File: config.mk
export PLATFORM = sky130hd
export DESIGN_NAME = irq_level_dispatch
export DESIGN_NICKNAME = d
export VERILOG_FILES = /design/src/rtl/irq_disp_pkg.sv /design/src/rtl/irq_accept.sv /design/src/rtl/irq_vector.sv /design/src/rtl/irq_bank.sv /design/src/rtl/irq_level_dispatch.sv
export SDC_FILE = /design/constraint.sdc
export NUM_CORES = 1
export LEC_CHECK = 0
export ABC_AREA = 0
export BUFFER_PORTS_ARGS = -buffer_cell sky130_fd_sc_hd__buf_2
export CORE_AREA = 2 2 315 317
export CTS_BUF_LIST = sky130_fd_sc_hd__clkbuf_8
export DETAILED_ROUTE_END_ITERATION = 8
export DIE_AREA = 0 0 317 319
export PLACE_DENSITY = 0.48
export SLEW_MARGIN = 15
export SYNTH_ARGS = -nofsm -noshare
export SYNTH_HDL_FRONTEND = slang
export SYNTH_SLANG_ARGS = --single-unit
File: constraint.sdc
create_clock -name clk -period 3.1 [get_ports clk]
set_clock_uncertainty 0.15 [all_clocks]
set_input_delay 0.775 -clock clk [delete_from_list [all_inputs] [get_ports clk]]
set_output_delay 0.775 -clock clk [all_outputs]
set_load 0.05 [all_outputs]
File: src/rtl/irq_disp_pkg.sv
package irq_disp_pkg;

    typedef enum logic [2:0] {
        KIND_NONE   = 3'd0,
        KIND_USER   = 3'd1,
        KIND_KERNEL = 3'd2,
        KIND_DOUBLE = 3'd3,
        KIND_HIGH   = 3'd4
    } exc_kind_e;

    typedef enum logic [1:0] {
        ST_IDLE,
        ST_HIGH_DONE,
        ST_EXC_DONE,
        ST_REJECT_DONE
    } disp_state_e;

    localparam int          XLEN         = 32;
    localparam int          CAUSE_W      = 6;
    localparam logic [5:0]  CAUSE_L1_IRQ = 6'd4;
    localparam logic [31:0] VEC_STRIDE   = 32'h40;
    localparam logic [31:0] OFF_KERNEL   = 32'h300;
    localparam logic [31:0] OFF_USER     = 32'h340;
    localparam logic [31:0] OFF_DOUBLE   = 32'h3C0;

endpackage

File: src/rtl/irq_accept.sv
module irq_accept #(
    parameter int NLEVELS = 6,
    parameter int NINT    = 32,
    parameter int LW      = 4
) (
    input  logic [LW-1:0]           pend_level,
    input  logic [LW-1:0]           cur_level,
    input  logic [LW-1:0]           max_level,
    input  logic [NLEVELS*NINT-1:0] mask_flat,
    input  logic [NINT-1:0]         int_set,
    input  logic [NINT-1:0]         int_en,
    output logic                    accept
);
    logic [NINT-1:0] sel_mask;
    logic            in_range;

    // pick the source mask of the pending level
    always_comb begin
        sel_mask = '0;
        for (int i = 1; i <= NLEVELS; i++) begin
            if (pend_level == LW'(i)) sel_mask = mask_flat[(i-1)*NINT +: NINT];
        end
    end

    assign in_range = (pend_level != '0) && (int'(pend_level) <= NLEVELS);
    assign accept   = in_range && (pend_level > cur_level) &&
                      (pend_level <= max_level) && (|(sel_mask & int_set & int_en));

endmodule

File: src/rtl/irq_vector.sv
module irq_vector
    import irq_disp_pkg::*;
#(
    parameter int          LW       = 4,
    parameter bit          RELOC    = 1'b1,
    parameter logic [31:0] DEF_BASE = 32'h4000_0000
) (
    input  logic [LW-1:0] level,
    input  exc_kind_e     kind,
    input  logic [31:0]   vecbase,
    output logic [31:0]   vec
);
    logic [31:0] offset;

    always_comb begin
        unique case (kind)
            KIND_HIGH:   offset = 32'(level) * VEC_STRIDE;
            KIND_USER:   offset = OFF_USER;
            KIND_KERNEL: offset = OFF_KERNEL;
            KIND_DOUBLE: offset = OFF_DOUBLE;
            default:     offset = '0;
        endcase
    end

    // default - DEF_BASE + vecbase reduces to offset + vecbase
    generate
        if (RELOC) begin : g_reloc
            assign vec = vecbase + offset;
        end else begin : g_fixed
            logic unused_vb;
            assign unused_vb = ^vecbase;
            assign vec = DEF_BASE + offset;
        end
    endgenerate

endmodule

File: src/rtl/irq_bank.sv
module irq_bank
    import irq_disp_pkg::*;
#(
    parameter int NLEVELS  = 6,
    parameter int LW       = 4,
    parameter bit HAS_DEPC = 1'b1
) (
    input  logic                      clk,
    input  logic                      rst_n,
    input  logic                      req,
    input  logic                      accept,
    input  logic                      hi_wr,
    input  logic                      l1_wr,
    input  logic                      dbl,
    input  logic [LW-1:0]             lvl,
    input  logic [XLEN-1:0]           pc_in,
    input  logic [XLEN-1:0]           ps_in,
    input  logic [XLEN-1:0]           ps_new,
    input  logic [XLEN-1:0]           npc_new,
    output logic [XLEN-1:0]           ps_q,
    output logic [XLEN-1:0]           npc_q,
    output logic [NLEVELS*XLEN-1:0]   epc_flat,
    output logic [(NLEVELS-1)*XLEN-1:0] eps_flat,
    output logic [XLEN-1:0]           depc_q,
    output logic [CAUSE_W-1:0]        cause_q
);
    localparam bit DBL_TO_DEPC = HAS_DEPC;

    always_ff @(posedge clk or negedge rst_n) begin
        if (!rst_n) begin
            ps_q  <= '0;
            npc_q <= '0;
        end else if (req) begin
            ps_q  <= accept ? ps_new  : ps_in;
            npc_q <= accept ? npc_new : pc_in;
        end
    end

    always_ff @(posedge clk or negedge rst_n) begin
        if (!rst_n)     cause_q <= '0;
        else if (l1_wr) cause_q <= CAUSE_L1_IRQ;
    end

    generate
        for (genvar i = 0; i < NLEVELS; i++) begin : g_epc
            logic wr;
            if (i == 0) begin : g_l1
                assign wr = (hi_wr && lvl == LW'(1)) || (l1_wr && !(dbl && DBL_TO_DEPC));
            end else begin : g_hi
                assign wr = hi_wr && (lvl == LW'(i + 1));
            end
            always_ff @(posedge clk or negedge rst_n) begin
                if (!rst_n)  epc_flat[i*XLEN +: XLEN] <= '0;
                else if (wr) epc_flat[i*XLEN +: XLEN] <= pc_in;
            end
        end

        for (genvar j = 0; j < NLEVELS - 1; j++) begin : g_eps
            always_ff @(posedge clk or negedge rst_n) begin
                if (!rst_n) eps_flat[j*XLEN +: XLEN] <= '0;
                else if (hi_wr && lvl == LW'(j + 2)) eps_flat[j*XLEN +: XLEN] <= ps_in;
            end
        end

        if (HAS_DEPC) begin : g_depc
            always_ff @(posedge clk or negedge rst_n) begin
                if (!rst_n)            depc_q <= '0;
                else if (l1_wr && dbl) depc_q <= pc_in;
            end
        end else begin : g_no_depc
            assign depc_q = '0;
        end
    endgenerate

endmodule

File: src/rtl/irq_level_dispatch.sv
module irq_level_dispatch
    import irq_disp_pkg::*;
#(
    parameter int          NLEVELS  = 6,
    parameter int          NINT     = 32,
    parameter int          LW       = 4,
    parameter int          EXCM_BIT = 4,
    parameter int          UM_BIT   = 5,
    parameter bit          HAS_DEPC = 1'b1,
    parameter bit          RELOC    = 1'b1,
    parameter logic [31:0] DEF_BASE = 32'h4000_0000
) (
    input  logic                          clk,
    input  logic                          rst_n,
    input  logic                          req,
    input  logic [LW-1:0]                 pend_level,
    input  logic [LW-1:0]                 cfg_max_level,
    input  logic [NLEVELS*NINT-1:0]       lvl_mask,
    input  logic [NINT-1:0]               int_set,
    input  logic [NINT-1:0]               int_en,
    input  logic [31:0]                   ps_in,
    input  logic [31:0]                   pc_in,
    input  logic [31:0]                   vecbase,
    output logic                          taken,
    output logic [2:0]                    exc_kind,
    output logic [31:0]                   ps_out,
    output logic [31:0]                   next_pc,
    output logic [NLEVELS*32-1:0]         epc_flat,
    output logic [(NLEVELS-1)*32-1:0]     eps_flat,
    output logic [31:0]                   depc,
    output logic [5:0]                    cause
);
    localparam logic [31:0] EXCM_MASK = 32'h1 << EXCM_BIT;

    disp_state_e state_q, state_d;
    exc_kind_e   kind_d, kind_q;
    logic        accept, is_high, hi_wr, l1_wr;
    logic [31:0] ps_new, vec;

    irq_accept #(.NLEVELS(NLEVELS), .NINT(NINT), .LW(LW)) accept_i (
        .pend_level (pend_level),
        .cur_level  (ps_in[LW-1:0]),
        .max_level  (cfg_max_level),
        .mask_flat  (lvl_mask),
        .int_set    (int_set),
        .int_en     (int_en),
        .accept     (accept)
    );

    assign is_high = pend_level >= LW'(2);
    assign hi_wr   = req && accept && is_high;
    assign l1_wr   = req && accept && !is_high;

    always_comb begin
        if (!accept)              kind_d = KIND_NONE;
        else if (is_high)         kind_d = KIND_HIGH;
        else if (ps_in[EXCM_BIT]) kind_d = KIND_DOUBLE;
        else if (ps_in[UM_BIT])   kind_d = KIND_USER;
        else                      kind_d = KIND_KERNEL;
    end

    always_comb begin
        if (is_high) ps_new = {ps_in[31:LW], pend_level} | EXCM_MASK;
        else         ps_new = ps_in | EXCM_MASK;
    end

    irq_vector #(.LW(LW), .RELOC(RELOC), .DEF_BASE(DEF_BASE)) vector_i (
        .level   (pend_level),
        .kind    (kind_d),
        .vecbase (vecbase),
        .vec     (vec)
    );

    irq_bank #(.NLEVELS(NLEVELS), .LW(LW), .HAS_DEPC(HAS_DEPC)) bank_i (
        .clk      (clk),
        .rst_n    (rst_n),
        .req      (req),
        .accept   (accept),
        .hi_wr    (hi_wr),
        .l1_wr    (l1_wr),
        .dbl      (ps_in[EXCM_BIT]),
        .lvl      (pend_level),
        .pc_in    (pc_in),
        .ps_in    (ps_in),
        .ps_new   (ps_new),
        .npc_new  (vec),
        .ps_q     (ps_out),
        .npc_q    (next_pc),
        .epc_flat (epc_flat),
        .eps_flat (eps_flat),
        .depc_q   (depc),
        .cause_q  (cause)
    );

    // next-state logic: every state reacts to a strobe the same way
    always_comb begin
        state_d = ST_IDLE;
        unique case (state_q)
            ST_IDLE, ST_HIGH_DONE, ST_EXC_DONE, ST_REJECT_DONE: begin
                if (req) begin
                    if (!accept)     state_d = ST_REJECT_DONE;
                    else if (is_high) state_d = ST_HIGH_DONE;
                    else             state_d = ST_EXC_DONE;
                end
            end
            default: state_d = ST_IDLE;
        endcase
    end

    always_ff @(posedge clk or negedge rst_n) begin
        if (!rst_n) begin
            state_q <= ST_IDLE;
            kind_q  <= KIND_NONE;
        end else begin
            state_q <= state_d;
            if (req) kind_q <= kind_d;
        end
    end

    always_comb begin
        unique case (state_q)
            ST_HIGH_DONE, ST_EXC_DONE: begin
                taken    = 1'b1;
                exc_kind = kind_q;
            end
            default: begin
                taken    = 1'b0;
                exc_kind = KIND_NONE;
            end
        endcase
    end

endmodule

==> flow_summary.yaml, run 1 <==
run_status:
  outcome: "complete, but fails checks"
  violations: "setup timing"
synthesis:
  synth_compound_area_share_pct: 6.833
  ys_types: 70
  ys_ff_latch: 454
  synth_top_area_share_pct: 54.71
  yosysWarnings: 0
  synth-simple-area-share_pct: 6.526
  synth_area_sq_um: 20760
  netlist_instances: 1510
  synth_xor_area_share_pct: 1.054
  synthAdderAreaFrac_pct: 0.8195
  synth_top_cell_by_area: "dfrtp_1"
  synth_ff_type: "dfrtp_1"
  syn_area_per_cell_sq_um: 13.75
  synth_edf_count: 0
  synth_mux_area_share_pct: 26.70
  yosys-top-cells-area: "dfrtp_1, mux2_2, mux2_4"
  ys_seq_area_share_pct: 54.71
  synth-async-reset-ratio_pct: 100.0
  synth_top_family_by_area: "multiplexers"
power_and_ir_drop:
  sw_frac_of_total_pct: 37.25
  power_frac_seq_pct: 38.5
  vdd_ir_drop_max_mv: 0.3700
  power_mw: 17.94
  switchingPower_mw: 6.684
  leakagePower_nw: 16.65
  p_int_mw: 11.26
  pwr_density_cell_nw_per_um2: 581.8
  combPwrFrac_pct: 29.3
  power_frac_clock_pct: 32.2
place:
  portBuffers: 815
  dp.cells: 3684
  dp_hpwl_um: 71590
  gp_congestion: 0.9660
  dp_slack_ns: -2.340
floorplan:
  dieArea_sq_um: 101100
  core.rowCount: 115
  die_w_um: 317
  start_util_pct: 21.25
  coreArea_sq_um: 97700
  io-pin-count: 821
  die_height_um: 319
setup_path:
  cp_num_cells: 21
  cp_top_family: "compound AO/OA/AOI/OAI gates"
  crit_path_end: "bank_i.npc_q[16]$_DFFE_PN0P_"
  ff2ff_setup_slack_ns: 2.07
  cpPeakStageDelay_ns: 0.38
  rr_worst_depth: 1
  reg2reg_from: "bank_i.ps_q[2]$_DFFE_PN0P_"
  crit_buf_inv: 6
  cp-startpoint: "pend_level[3]"
  start_kind: "primary input"
  crit_path_end_kind: "register"
  r2r_end: "bank_i.ps_q[2]$_DFFE_PN0P_"
  path_cells: "buf_2, buf_4, clkinvlp_4, buf_4, o2111a_1, o311a_1, a211o_1, nor4_4, a31oi_4, buf_6, and3_4, ha_4, fa_2, a21o_1, a21oi_4, buf_6, nor2_4, and3_4, xor2_2, mux2i_1, o21ai_1"
  worstPathMaxFanout: 9
  cp_data_arrival_time_ns: 4.62
  critPathKind: "primary input to register"
  worstPathRequired_ns: 3.49
  slowest_stage: "fa_2"
layout:
  drive_above_1_share_pct: 63.13
  multi_input_area_sq_um: 9544
  layout.nets: 2901
  area_growth_pct: 48.53
  nFillCells: 10050
  stdcell_count: 3880
  seq_area_sq_um: 11360
route:
  avgViaCountPerCell: 4.324
  drt_iter0_drc: 934
  postRouteAntennaNets: 0
  drc: 0
  wire_per_inst_um: 24.42
  first_pass_iters: 5
  dr_total_vias: 16780
  wl_um: 94740
global_route:
  antenna_found_initial: 17
  grt_pass1_wl_um: 132600
  grt_pass1_vias: 17500
  grt_max_degree: 69
  grtUsageTotal_pct: 18.21
  overflow: 0
clocking:
  cts_tree: "done"
  h-tree-depth: 3
  cts_sinks: 454
  cts_root_buf: "clkbuf_8"
  clk_pin_slew_ns: 0.06
  cts_buffers: 83
  clockBufferDepth: 3
  worstSkewPairLatency_ns: 0.66
timing:
  setup_violations: 418
  rsz0062_at_grt: "yes"
  final_hold_viol_count: 0
  holdWs_ns: 0.2660
  period_share_pct: 136.3
  period_needed_ns: 4.226
  maxSlewViolCount: 0
  tightest_slew_ns: 0.6559
  slew_headroom_pct: 56.28
  timing.final.ws_setup_ns: -1.126
  max_freq_mhz: 236.6
  tns_ns: -242.30
flow_run:
  maxCapViolations: 0
worst_hold_path:
  hp-class: "primary input to register"
-- registers in the layout, summed over array words and instances, names as in the netlist --
| signal | count |
|---|---|
| bank_i.cause_q | 1 |
| bank_i.ps_q | 32 |
| kind_q | 3 |
| bank_i.depc_q | 32 |
| bank_i.eps_flat | 160 |
| bank_i.epc_flat | 192 |
| state_q | 2 |
| bank_i.npc_q | 32 |
-- stage by stage --
stage          utilization (%)  cell area (sq um)
3_3_place_gp             28.48              27830
2_1_floorplan                -              21260
3_5_place_dp             28.48              27830
6_report                 31.57              30840
4_1_cts                  31.00              30290
5_1_grt                  31.56              30840
-- Yosys cell counts, drive strengths merged, types with 6 or more instances --
| cell type | number |
|---|---|
| and3b | 26 |
| a22oi | 9 |
| nand4 | 6 |
| o21ai | 69 |
| mux2 | 420 |
| nand3b | 28 |
| buf | 84 |
| dfrtp | 454 |
| inv | 10 |
| o2111ai | 10 |
| nor2b | 10 |
| and2 | 8 |
| nor2 | 47 |
| and3 | 15 |
| a2bb2oi | 7 |
| clkbuf | 20 |
| mux2i | 36 |
| nand3 | 9 |
| nand2 | 64 |
| nor3 | 9 |
| ha | 12 |
| a21oi | 33 |
| a2111oi | 14 |
| xor2 | 8 |
| xnor2 | 17 |
-- layout make-up --
| cell class | count | area share (%) |
|---|---|---|
| antenna | 8 | 0.06491 |
| timing repair buffer | 1030 | 21.35 |
| tap | 1287 | 5.221 |
| clock buffer | 101 | 4.507 |
| inverter | 11 | 0.1623 |
| clock inverter | 44 | 0.9128 |
| sequential | 454 | 36.84 |
| multi-input combinational | 945 | 30.95 |
-- power by group through the flow --
stage	clock [mW]	sequential, mW	combinational [mW]
2_1_floorplan	0	9.25	1.07
3_3_place_gp	0	6.98	5.14
3_5_place_dp	0	6.99	5.15
4_1_cts	6.03	6.90	5.23
5_1_grt	6.27	6.98	5.49
6_report	5.79	6.90	5.25
-- kinds of logic after synthesis --
group                      count (synthesis)
adders and majority gates                 13
muxes                                    456
AOI/OAI and AO/OA                        206
other                                      1
buffers and inverters                    115
DFF                                      454
xor gates and xnor gates                  25
and+or+nand+nor                          240
-- layout by cell type, fill, tap and decap left out, types with 6 or more instances in the layout --
master     count
buf_2        810
dfrtp_1      454
mux2_2       215
mux2_4       188
buf_4        140
clkbuf_8     101
nand2_1       59
nor2_1        43
buf_12        40
o21ai_0       36
mux2i_1       36
inv_1         36
a21oi_1       30
nand3b_1      28
and3b_1       26
o21ai_1       25
buf_6         21
mux2_1        17
and3_1        13
xnor2_1       11
ha_1          10
diode_2        8
nor3_1         8
buf_16         8
a2bb2oi_1      7
nor2b_1        7
o2111ai_1      7
and2_1         7
a2111oi_0      6
o21ai_2        6
a22oi_1        6
clkinv_2       6
-- worst min-delay path by stage --
stage	slack, ns	end	cells past startpoint	from
floorplan	0.32	kind_q[0]$_DFFE_PN0P_	1	kind_q[0]$_DFFE_PN0P_
global placement	0.30	bank_i.cause_q[2]$_DFFE_PN0P_	1	bank_i.cause_q[2]$_DFFE_PN0P_
detailed placement	0.30	bank_i.cause_q[2]$_DFFE_PN0P_	1	bank_i.cause_q[2]$_DFFE_PN0P_
CTS	0.18	bank_i.eps_flat[125]$_DFFE_PN0P_	2	ps_in[29]
global route	0.21	bank_i.eps_flat[113]$_DFFE_PN0P_	2	ps_in[17]
finish	0.27	bank_i.eps_flat[125]$_DFFE_PN0P_	2	ps_in[29]
-- per-layer routing --
| metal | wire length, um | share of wire, % | vias up | global-route usage (%) |
|---|---|---|---|---|
| met5 | 185 | 0.20 | - | 0 |
| met4 | 1890 | 2.0 | 16 | 4.455 |
| met3 | 8483 | 9.0 | 139 | 6.730 |
| met2 | 42300 | 45 | 678 | 28.30 |
| met1 | 41870 | 44 | 8410 | 23.80 |
| li1 | - | - | 7535 | - |
-- repair_timing --
action,4_1_cts,5_1_grt
gates cloned,8,1
buffers inserted,21,18
pin swaps,26,49
resized for setup,95,97
setup endpoints to repair,427,425
endpoints found under the hold margin,47,0
hold buffers,1,0
Power figures use the tool's default switching activity.
==> run 2: changes to the inputs <==
clock period = 5.4 ns   (was 3.1 ns; I/O delays follow)
==> run 2 against run 1 <==
Compared with the run above: the flow now finishes without violations; global-route usage is 0.63 points lower; largest cell class unchanged; total power is 43% lower; via count is 1.6% lower; sequential power is 43% lower; die area stayed put; critical path depth is 1 lower.
==> flow_summary.yaml, run 2 (synthesis gave the netlist of run 1 again) <==
run_status:
  outcome: "complete, no violations"
timing:
  period_share_pct: 98.82
  slew_headroom_pct: 47.95
  rsz0062_at_grt: "no"
  max_freq_mhz: 187.4
  final_hold_viol_count: 0
  period_needed_ns: 5.336
  timing.final.ws_setup_ns: 0.06373
  maxSlewViolCount: 0
  setup_violations: 0
  tightest_slew_ns: 0.7807
clocking:
  post_cts_buffers: 0
  clk_pin_slew_ns: 0.06
  cts.hold.buffers_added: 0
  worstSkewPairLatency_ns: 0.68
  clockBufferDepth: 3
  h-tree-depth: 3
  cts_sinks: 454
  cts_root_buf: "clkbuf_8"
  cts_buffers: 85
  cts_tree: "done"
layout:
  nFillCells: 10200
  area_growth_pct: 40.03
  layout_common_cells: "buf_2, dfrtp_1, mux2_2, buf_4, mux2_4"
  layout.nets: 2834
  largest_reg_flops: 192
  drive_above_1_share_pct: 59.83
  final_common_cell: "buf_2"
  largest_registers: "bank_i.epc_flat: 192 flops, bank_i.eps_flat: 160 flops"
  fin_util_pct: 29.76
  stdcell_count: 3818
  top_register: "bank_i.epc_flat"
global_route:
  grt_pass1_wl_um: 128800
  grt_max_degree: 101
  grtUsageTotal_pct: 17.58
  antenna_found_initial: 18
  grt_pass1_vias: 17190
  overflow: 0
power_and_ir_drop:
  power_frac_clock_pct: 33.5
  pwr_density_cell_nw_per_um2: 353.4
  power_frac_seq_pct: 38.5
  leakagePower_nw: 15.77
  switchingPower_mw: 3.806
  combPwrFrac_pct: 28.0
  p_int_mw: 6.470
  sw_frac_of_total_pct: 37.04
  vdd_ir_drop_max_mv: 0.1995
setup_path:
  cp-startpoint: "pend_level[0]"
  cp_data_arrival_time_ns: 5.74
  crit_buf_inv: 4
  worstPathRequired_ns: 5.80
  start_kind: "primary input"
  r2r_end: "bank_i.ps_q[2]$_DFFE_PN0P_"
  path_cells: "buf_2, buf_4, nand4bb_2, buf_4, o211ai_1, a31oi_1, a211o_1, nor4_4, a31oi_4, and3_1, ha_1, fa_1, a21o_1, a21oi_4, buf_4, nor2_1, and3_1, xor2_1, mux2i_1, o21ai_0"
  rr_worst_depth: 1
  cp_num_cells: 20
  cpPeakStageDelay_ns: 0.58
  slowest_stage: "o211ai_1"
  worstPathMaxFanout: 17
  critPathKind: "primary input to register"
  cp_top_family: "compound AO/OA/AOI/OAI gates"
  crit_path_end_kind: "register"
  crit_path_end: "bank_i.npc_q[14]$_DFFE_PN0P_"
  ff2ff_setup_slack_ns: 4.41
  reg2reg_from: "bank_i.ps_q[2]$_DFFE_PN0P_"
  crit_path_frequent_cell: "buf_4"
floorplan:
  die_w_um: 317
  io-pin-count: 821
  coreArea_sq_um: 97700
  die_height_um: 319
  dieArea_sq_um: 101100
  core.rowCount: 115
  start_util_pct: 21.25
route:
  wl_um: 91050
  avgViaCountPerCell: 4.323
  wirelength_met1_um: 40830
  dr_total_vias: 16510
  drt_iter0_drc: 717
  top_layer: "met5"
  drc: 0
  dr_wl_met2_um: 42060
  met3_length_um: 6397
  first_pass_iters: 5
  wire_per_inst_um: 23.85
  postRouteAntennaNets: 0
place:
  dp.cells: 3658
  dp_slack_ns: -0.6665
  portBuffers: 815
  dp_hpwl_um: 71480
  gp_congestion: 0.9104
flow_run:
  maxCapViolations: 0
worst_hold_path:
  hp-class: "register to register"
run 2: layout make-up:
class                      count  area, sq um  share of cell area, %
antenna                        7        17.52                0.06024
sequential                   454        11360                  39.07
clock inverter                42        252.7                 0.8692
tap                         1287         1610                  5.538
clock buffer                 111         1528                  5.254
inverter                      11        41.29                 0.1420
timing repair buffer         961         5453                  18.75
multi-input combinational    945         8815                  30.31
run 2: worst min-delay path by stage:
stage / startpoint / to / slack [ns] / cells after the start
floorplan: kind_q[0]$_DFFE_PN0P_ / kind_q[0]$_DFFE_PN0P_ / 0.32 / 1
global placement: bank_i.cause_q[2]$_DFFE_PN0P_ / bank_i.cause_q[2]$_DFFE_PN0P_ / 0.31 / 1
detailed placement: bank_i.cause_q[2]$_DFFE_PN0P_ / bank_i.cause_q[2]$_DFFE_PN0P_ / 0.32 / 1
CTS: bank_i.cause_q[2]$_DFFE_PN0P_ / bank_i.cause_q[2]$_DFFE_PN0P_ / 0.33 / 1
global route: bank_i.epc_flat[172]$_DFFE_PN0P_ / bank_i.epc_flat[172]$_DFFE_PN0P_ / 0.34 / 1
finish: bank_i.cause_q[2]$_DFFE_PN0P_ / bank_i.cause_q[2]$_DFFE_PN0P_ / 0.33 / 1
run 2: power groups by stage:
stage | Sequential, mW | Clock [mW] | Combinational [mW]
after floorplan | 5.31 | 0 | 0.579
after global placement | 4.00 | 0 | 2.90
after detailed placement | 4.01 | 0 | 2.90
after CTS | 3.95 | 3.58 | 2.90
after global routing | 4.00 | 3.74 | 3.01
final | 3.95 | 3.45 | 2.88
run 2: what timing repair did:
item,CTS,global route
endpoints found under the hold margin,0,0
endpoints found under the setup margin,0,15
gates resized for setup,0,7
run 2: routing by layer:
metal  vias up  track usage (%)
met5         -                0
met4        14            4.025
met3       123            4.929
met2       577            28.33
met1      8384            23.21
li1       7407                -
run 2: per-stage QoR:
| stage | TNS [ns] | total power [mW] | instance area [sq um] | hold slack (ns) |
|---|---|---|---|---|
| 6_report | 0 | 10.28 | 29080 | 0.3318 |
| 5_1_grt | 0 | 10.74 | 29070 | 0.3442 |
| 4_1_cts | 0 | 10.43 | 29020 | 0.3311 |
| 3_5_place_dp | -12.20 | 6.903 | 27240 | 0.3155 |
| 3_3_place_gp | -12.06 | 6.891 | 27240 | 0.3065 |
| 2_1_floorplan | 0 | 5.884 | 20800 | 0.3209 |
==> run 3: changes to the inputs <==
ABC_AREA = 1   (was 0)
PLACE_DENSITY = 0.51   (was 0.48)
SLEW_MARGIN = 20   (was 15)
==> run 3 against run 2 <==
Compared with the run above: critical path depth rose by 9; clock power rose by 5%; critical path type unchanged; highest routed layer unchanged; critical endpoint is now bank_i.npc_q[17]$_DFFE_PN0P_; flip-flop and latch count did not move; register-to-register slack got worse by 0.02 ns.
==> flow_summary.yaml, run 3 <==
floorplan:
  start_util_pct: 23.86
  die_w_um: 317
  io-pin-count: 821
  coreArea_sq_um: 97700
  dieArea_sq_um: 101100
  core.rowCount: 115
  die_height_um: 319
timing:
  tns_ns: 0
  maxSlewViolCount: 0
  setup_violations: 0
  max_freq_mhz: 202.9
  slew_headroom_pct: 27.28
  holdWs_ns: 0.3149
  timing.final.ws_setup_ns: 0.4719
  period_needed_ns: 4.928
  final_hold_viol_count: 0
  period_share_pct: 91.26
  tightest_slew_ns: 1.091
  rsz0062_at_grt: "no"
layout:
  final_common_cell: "nand2_1"
  top_register: "bank_i.epc_flat"
  largest_reg_flops: 192
  area_growth_pct: 34.16
  layout_common_cells: "nand2_1, buf_2, dfrtp_1, inv_1, nand3_1"
  drive_above_1_share_pct: 28.93
  layout.nets: 4206
  stdcell_count: 5199
  largest_registers: "bank_i.epc_flat: 192 flops, bank_i.eps_flat: 160 flops"
synthesis:
  synth_common_cells: "nand2_1, dfrtp_1, inv_1"
  yosysWarnings: 0
  yosys-top-cells-area: "dfrtp_1, nand2_1, o21bai_1"
  synth_edf_count: 0
  ys_seq_area_share_pct: 48.74
  synth_top_area_share_pct: 48.74
  netlist_instances: 3016
  synth_ff_type: "dfrtp_1"
  synth_area_sq_um: 23310
  syn_area_per_cell_sq_um: 7.729
  synth_top_cell_by_area: "dfrtp_1"
  ys_ff_latch: 454
  synth.most_common_cell: "nand2_1"
  ys_types: 36
  synth-async-reset-ratio_pct: 100.0
place:
  dp_slack_ns: -0.4467
  gp_congestion: 0.8973
  dp_hpwl_um: 81350
  dp.cells: 5028
  portBuffers: 815
setup_path:
  cp_top_family: "simple AND/OR/NAND/NOR gates"
  cp_data_arrival_time_ns: 5.39
  critPathKind: "primary input to register"
  crit_path_end_kind: "register"
  crit_path_frequent_cell: "nand2_1"
  worstPathMaxFanout: 20
  r2r_end: "bank_i.ps_q[2]$_DFFE_PN0P_"
  cp_num_cells: 29
  worstPathRequired_ns: 5.87
  cpPeakStageDelay_ns: 0.29
  start_kind: "primary input"
  ff2ff_setup_slack_ns: 4.39
  rr_worst_depth: 3
  cp-startpoint: "pend_level[3]"
  reg2reg_from: "bank_i.ps_q[2]$_DFFE_PN0P_"
  crit_buf_inv: 6
  slowest_stage: "ha_1"
  crit_path_end: "bank_i.npc_q[17]$_DFFE_PN0P_"
route:
  drc: 0
  wire_per_inst_um: 21.52
  first_pass_iters: 7
  wl_um: 111900
  dr_total_vias: 23250
  drt_iter0_drc: 1715
  postRouteAntennaNets: 0
  avgViaCountPerCell: 4.471
clocking:
  cts_tree: "done"
  worstSkewPairLatency_ns: 0.73
  cts_root_buf: "clkbuf_8"
  clockBufferDepth: 3
  clk_pin_slew_ns: 0.06
  h-tree-depth: 3
  cts_sinks: 454
  cts_buffers: 87
global_route:
  overflow: 0
  grt_max_degree: 92
  grt_pass1_wl_um: 160100
  antenna_found_initial: 29
  grt_pass1_vias: 22420
  grtUsageTotal_pct: 21.58
power_and_ir_drop:
  power_frac_clock_pct: 33.0
  vdd_ir_drop_max_mv: 0.2172
  sw_frac_of_total_pct: 40.32
  switchingPower_mw: 4.415
  pwr_density_cell_nw_per_um2: 350.1
  leakagePower_nw: 16.81
  power_frac_seq_pct: 36.7
  combPwrFrac_pct: 30.3
  p_int_mw: 6.534
worst_hold_path:
  hp-class: "register to register"
run_status:
  outcome: "complete, no violations"
flow_run:
  maxCapViolations: 0
run 3: worst min path at each step:
stage                                     from                         endpoint  slack (ns)  cells past startpoint
2_1_floorplan            kind_q[0]$_DFFE_PN0P_            kind_q[0]$_DFFE_PN0P_        0.30                      2
3_3_place_gp   bank_i.epc_flat[50]$_DFFE_PN0P_  bank_i.epc_flat[50]$_DFFE_PN0P_        0.30                      2
3_5_place_dp       bank_i.ps_q[17]$_DFFE_PN0P_      bank_i.ps_q[17]$_DFFE_PN0P_        0.30                      2
4_1_cts        bank_i.eps_flat[27]$_DFFE_PN0P_  bank_i.eps_flat[27]$_DFFE_PN0P_        0.32                      2
5_1_grt        bank_i.epc_flat[49]$_DFFE_PN0P_  bank_i.epc_flat[49]$_DFFE_PN0P_        0.33                      2
6_report       bank_i.eps_flat[47]$_DFFE_PN0P_  bank_i.eps_flat[47]$_DFFE_PN0P_        0.31                      2
run 3: layout make-up:
cell class	count	area [sq um]
timing repair buffer	951	5515
fill	10630	66430
tap	1287	1610
clock inverter	52	361.6
inverter	398	1503
multi-input combinational	1938	9432
antenna	13	32.53
clock buffer	106	1459
sequential	454	11360
run 3: cell families after synthesis:
| group | after synthesis | share of synthesized area, % |
|---|---|---|
| AND/OR/NAND/NOR | 1523 | 27.15 |
| buffers and inverters | 628 | 11.18 |
| flip-flops | 454 | 48.74 |
| AO/OA/AOI/OAI | 380 | 11.55 |
| XOR/XNOR | 17 | 0.6388 |
| adder cells (fa/ha/maj) | 13 | 0.7300 |
| other | 1 | 0.01609 |
run 3: per-stage QoR:
step                power [mW]  instance area (sq um)  util [%]
finish                   10.95                  31270     32.01
global route             11.47                  31270     32.00
CTS                      11.09                  31240     31.97
detailed placement       7.416                  29420     30.11
global placement         7.395                  29400     30.09
floorplan                6.251                  23330         -
run 3: power by group through the flow:
stage / registers [mW] / clock network (mW) / logic (mW)
2_1_floorplan: 5.50 / 0 / 0.751
6_report: 4.02 / 3.61 / 3.32
3_3_place_gp: 4.06 / 0 / 3.33
3_5_place_dp: 4.07 / 0 / 3.34
5_1_grt: 4.07 / 3.87 / 3.53
4_1_cts: 4.02 / 3.72 / 3.35
run 3: metal layers:
layer / vias up / track usage [%] / share of wire (%)
li1: 11050 / - / -
met1: 11110 / 27.32 / 41
met2: 894 / 35.07 / 47
met3: 178 / 5.937 / 8.2
met4: 10 / 7.579 / 3.4
met5: - / 0 / 0.070
run 3: timing repair:
action / 4_1_cts / 5_1_grt
resized for setup: 0 / 2
setup endpoints to repair: 0 / 6
hold buffers: 0 / 0
buffers inserted: 0 / 0
run 3: worst min-delay path, stage by stage (launching register included):
cell	delay, ns
dfrtp_1	0.34
nand2_1	0.05
nand2_1	0.05
